$ cat src/rtl/dvfs_level_ctrl.sv
module dvfs_level_ctrl #(
  parameter int DWELL_TICKS = 2000000,
  localparam int CW = $clog2(DWELL_TICKS + 1)
) (
  input  logic        clk,
  input  logic        rst_n,
  input  logic [31:0] mode_cfg,
  input  logic [31:0] lvl01_cfg,
  input  logic [31:0] lvl23_cfg,
  input  logic [1:0]  static_sel,
  input  logic [2:0]  static_div,
  input  logic        req_valid,
  input  logic [2:0]  req_div,
  input  logic        fast_base,
  input  logic        fast_target,
  output logic [1:0]  cur_level,
  output logic [1:0]  act_sel,
  output logic [2:0]  act_div,
  output logic        busy,
  output logic        done,
  output logic        err
);

  localparam logic [CW-1:0] TOP = CW'(DWELL_TICKS - 1);

  function automatic logic [15:0] half_of(input logic [1:0] l,
                                          input logic [31:0] a,
                                          input logic [31:0] b);
    logic [31:0] w;
    w = l[1] ? b : a;
    return l[0] ? w[15:0] : w[31:16];
  endfunction

  logic [1:0]    lvl;
  logic          busy_q, done_q, err_q;
  logic          l1_ok, l1_armed;
  logic [CW-1:0] wait_cnt, tmr_cnt;
  logic [15:0]   cur_half;
  logic          hit;
  logic [1:0]    hit_lvl;

  wire dyn_on  = mode_cfg[31];
  wire expired = l1_ok || (l1_armed && tmr_cnt == '0);

  assign cur_half  = half_of(lvl, lvl01_cfg, lvl23_cfg);
  assign act_div   = dyn_on ? cur_half[15:13] : static_div;
  assign act_sel   = dyn_on ? cur_half[10:9]  : static_sel;
  assign cur_level = lvl;
  assign busy      = busy_q;
  assign done      = done_q;
  assign err       = err_q;

  always_comb begin
    logic [15:0] h;
    hit     = 1'b0;
    hit_lvl = 2'd0;
    for (int i = 3; i >= 0; i--) begin
      h = half_of(2'(i), lvl01_cfg, lvl23_cfg);
      if (h[15:13] == req_div) begin
        hit     = 1'b1;
        hit_lvl = 2'(i);
      end
    end
  end

  always_ff @(posedge clk or negedge rst_n) begin
    if (!rst_n) begin
      lvl      <= 2'd0;
      busy_q   <= 1'b0;
      done_q   <= 1'b0;
      err_q    <= 1'b0;
      l1_ok    <= 1'b0;
      l1_armed <= 1'b0;
      wait_cnt <= '0;
      tmr_cnt  <= '0;
    end else begin
      done_q <= 1'b0;
      err_q  <= 1'b0;
      if (l1_armed) begin
        if (tmr_cnt == '0) begin
          l1_armed <= 1'b0;
          l1_ok    <= 1'b1;
        end else begin
          tmr_cnt <= tmr_cnt - 1'b1;
        end
      end
      if (busy_q) begin
        if (wait_cnt == '0) begin
          lvl      <= 2'd0;
          busy_q   <= 1'b0;
          done_q   <= 1'b1;
          l1_ok    <= 1'b0;
          l1_armed <= 1'b0;
        end else begin
          wait_cnt <= wait_cnt - 1'b1;
        end
      end else if (req_valid) begin
        if (!dyn_on || !hit) begin
          err_q <= 1'b1;
        end else if (hit_lvl == lvl) begin
          done_q <= 1'b1;
        end else if (!fast_base) begin
          lvl    <= hit_lvl;
          done_q <= 1'b1;
        end else if (hit_lvl == 2'd1) begin
          lvl    <= 2'd1;
          done_q <= 1'b1;
          if (lvl == 2'd0) begin
            l1_ok    <= 1'b1;
            l1_armed <= 1'b0;
          end else begin
            l1_ok    <= 1'b0;
            l1_armed <= 1'b1;
            tmr_cnt  <= TOP;
          end
        end else if (hit_lvl == 2'd0) begin
          l1_ok    <= 1'b0;
          l1_armed <= 1'b0;
          if (!fast_target || expired) begin
            lvl    <= 2'd0;
            done_q <= 1'b1;
          end else begin
            lvl      <= 2'd1;
            busy_q   <= 1'b1;
            wait_cnt <= TOP;
          end
        end else begin
          lvl      <= hit_lvl;
          done_q   <= 1'b1;
          l1_ok    <= 1'b0;
          l1_armed <= 1'b0;
        end
      end
    end
  end

endmodule

$ cat config.mk
export PLATFORM = sky130hd
export DESIGN_NAME = dvfs_level_ctrl
export DESIGN_NICKNAME = d
export VERILOG_FILES = /design/src/rtl/dvfs_level_ctrl.sv
export SDC_FILE = /design/constraint.sdc
export NUM_CORES = 1
export LEC_CHECK = 0
export BUFFER_PORTS_ARGS = -buffer_cell sky130_fd_sc_hd__buf_2
export CAP_MARGIN = 30
export CORE_ASPECT_RATIO = 1.75
export CORE_MARGIN = 3
export CORE_UTILIZATION = 44
export DETAILED_ROUTE_END_ITERATION = 7
export GPL_TIMING_DRIVEN = 0
export PLACE_DENSITY = 0.8
export RECOVER_POWER = 100
export SLEW_MARGIN = 15
export SYNTH_ARGS = -nofsm -noshare
export SYNTH_HDL_FRONTEND = slang
export SYNTH_SLANG_ARGS = --single-unit
$ cat constraint.sdc
create_clock -name clk -period 2.1 [get_ports clk]
set_input_delay 0.525 -clock clk [delete_from_list [all_inputs] [get_ports clk]]
set_output_delay 0.525 -clock clk [all_outputs]
set_load 0.02 [all_outputs]
==> results.toml <==
[route]
initialDrtViolationCount = 100
drtAntennaViolNets = 0
drc = 0
drtPass1Iterations = 4
dr_total_vias = 2771
viasPerCell = 5.921
wire_per_inst_um = 18.05
wl_um = 8446

[cells_and_area]
fin_cells = 468
area_delta_synth_final_pct = 36.06
final_util = 0.6294
multiInputGateArea_sq_mm = 0.001952
fillCellCount = 453
layout-drive-gt1-share = 0.4046
nets = 498
diodes = 0
layout.area.seq_sq_mm = 0.001227

[sta]
tightest_slew_ps = 853.0
finalHoldViolations = 0
fin_tns_setup_ps = -4597
rsz0062_at_grt = "yes"
final-max-slew-violation-count = 0
period_minus_slack_ps = 2311
fin_skew_ps = 6.604
fmax_mhz = 432.7
layout_setup_ws_ps = -211.3
maxSlewHeadroom = 0.4314
setup_violations = 48
min_period_over_period = 1.101

[clock_network]
clock_sinks = 49
clkLatencyLatePin_ps = 320
cts_made_buffers = 5
clock_path_buffers = 2
cts_tree = "done"
htreeDepth = 2
path_clk_slew_ps = 90
cts_root_buf = "clkbuf_8"
hold_buffers = 0

[yosys]
yosys_warnings = 0
synth_nets = 417
synth_fa_ha_area_frac = 0.008554
synthSimpleGateAreaFrac = 0.2750
yosys.area_share.xor_xnor = 0.1287
synth_enable_flop_cells = 0
synth.distinct_cells = 44
ys_top_cells_by_area = "dfrtp_1 (42%), xnor2_1 (9.6%), nor2_1 (4.6%), nand2_1 (4.4%), mux4_2 (3.8%)"
synth_mux_area_frac = 0.07143
async_reset_ff_frac = 1.000
ys_ff_latch = 49
synth_common_cells = "dfrtp_1 (49), nor2_1 (36), nand2_1 (34), xnor2_1 (32), nor3_1 (16)"
yosysTopAreaCellShare = 0.4192
syn_avg_cell_area_sq_um = 9.560
syn_inst = 306
synth_area_sq_mm = 0.002925
synth_top_family_by_area = "simple AND/OR/NAND/NOR gates"
synth_compound_area_frac = 0.07186
seq_area_frac_synth = 0.4192
synth.largest_area_cell = "dfrtp_1"
synth.most_common_cell = "dfrtp_1"
synthFlopType = "dfrtp_1"

[job]
max-cap-violations = 0

[floorplan]
die_w_um = 67.64
die_area_sq_mm = 0.007701
num_rows = 38
ios = 119
start_util = 0.4626
coreArea_sq_mm = 0.006324
die_y_um = 113.9

[run_status]
status = "complete, but fails checks"
violations = "setup timing"

[worst_hold_path]
hold_class = "in -> async"

[worst_setup_path]
crit_type = "reg -> out"
r2r_cells = 9
required_ps = 1570
rrSetupSlack_ps = -170
r2r-start = "tmr_cnt[10]"
cp-start-kind = "flip-flop"
r2r_end = "tmr_cnt[19]"
critPathArrivalTime_ps = 1790
end_kind = "output pin"
path_max_fanout = 6

[place]
dpl.cell_count = 429
portBuffers = 42
dp_worst_setup_slack_ps = -430.0
gp_congestion = 0.9209
hpwl_um = 4815

[global_route]
antenna_found_initial = 0
grtUsageTotal = 0.2079
gr-total-overflow = 0
grt_max_degree = 35
grt_pass1_vias = 2772
grt_pass1_wl_um = 12260

[power_and_ir_drop]
switching_share = 0.3353
power_density_mw_per_mm2 = 595.3
internal_power_w = 0.001575
pwr-share-comb = 0.286
p_seq_frac = 0.476
total_power_w = 0.002369
peakVddDrop_v = 0.0006250
leakage_nw = 1.510
clkPwrFrac = 0.237
power_switching_w = 0.0007945
[metal layers]
layer  wire (um)  up-vias  part of all wire  GRT usage
met1        2912     1363              0.34     0.2202
met3         529       34             0.063    0.04433
met4         351        0             0.042     0.1206
met5           0        -                 0          0
met2        4653      127              0.55     0.3637
li1            -     1247                 -          -
[critical path, cell delays in order (launching register included)]
cell and delay, ps:
dfrtp_1 390, buf_8 150, mux4_2 500, mux2_2 290
buf_6 130
[per-stage QoR]
stage                     hold slack [ps]  cell area [sq um]
after floorplan                     229.4               2952
after global routing                330.3               3980
after detailed placement            469.3               3282
final                               283.6               3980
after CTS                           122.8               3709
after global placement              462.2               3262
[logic make-up after synthesis]
group           after synthesis
compound gates               27
xor+xnor                     43
fa+ha+maj                     2
buf+inv                      17
flops                        49
mux                          14
simple gates                154
[registers in the layout, indices dropped and copies added (netlist names)]
register,count
busy,1
wait_cnt,21
tmr_cnt,21
cur_level,2
err,1
l1_ok,1
done,1
l1_armed,1
[what timing repair did]
action | 4_1_cts | 5_1_grt
cloned | 1 | 1
setup endpoints to repair | 50 | 52
setup buffers | 20 | 15
gates resized for setup | 47 | 50
pin swaps | 16 | 27
[area by class of cell]
type | instances | area share
clock buffer | 5 | 0.01729
buffer | 6 | 0.01226
clock inverter | 3 | 0.004401
multi-input combinational | 240 | 0.4904
inverter | 8 | 0.007545
tap | 80 | 0.02515
sequential | 49 | 0.3084
timing repair buffer | 77 | 0.1345
[power groups by stage]
stage	registers, W	clock network, W	logic, W
floorplan	0.00111	0	0.000366
global placement	0.00112	0	0.000496
detailed placement	0.00113	0	0.000507
CTS	0.00111	0.000572	0.000564
global route	0.00114	0.000605	0.000731
finish	0.00113	0.000563	0.000678
[layout by cell type, fill, tap and decap left out, types with 4 or more instances in the layout]
cell type  synthesis  routed
nand2_2            0      11
nor2_4             0       5
o211ai_1           5       5
nor2b_1            5       5
nor3_1            16       9
nand4_1            4       4
nand3_1            9       7
or3_4              3       6
o21ai_0            6       4
xor2_1            11       7
clkbuf_1           5       8
nor2_2             0       4
nor3_2             2       5
or3_1             11       8
nand2b_1           4       4
buf_2              2      30
xnor2_1           32      29
inv_1              8       8
nor3_4             0       4
nand2_1           34      23
clkbuf_8           0       5
nor4_2             1       5
xor2_2             0       4
mux2i_1            4       4
buf_6              1      18
mux4_2             5       5
dfrtp_1           49      48
nor4_1            14       9
buf_4              0      22
nor2_1            36      27
[how the worst max path moves through the flow]
stage,slack [ps],endpoint,depth (start not counted),start
after global routing,-260,act_div[2],4,cur_level[1]
after detailed placement,-430,tmr_cnt[18],6,tmr_cnt[10]
after CTS,-220,act_sel[0],4,cur_level[1]
after global placement,-410,busy,9,req_div[2]
final,-210,act_div[2],4,cur_level[1]
after floorplan,-90,busy,8,req_div[2]
Note: power is estimated with default switching activity, not from simulation.
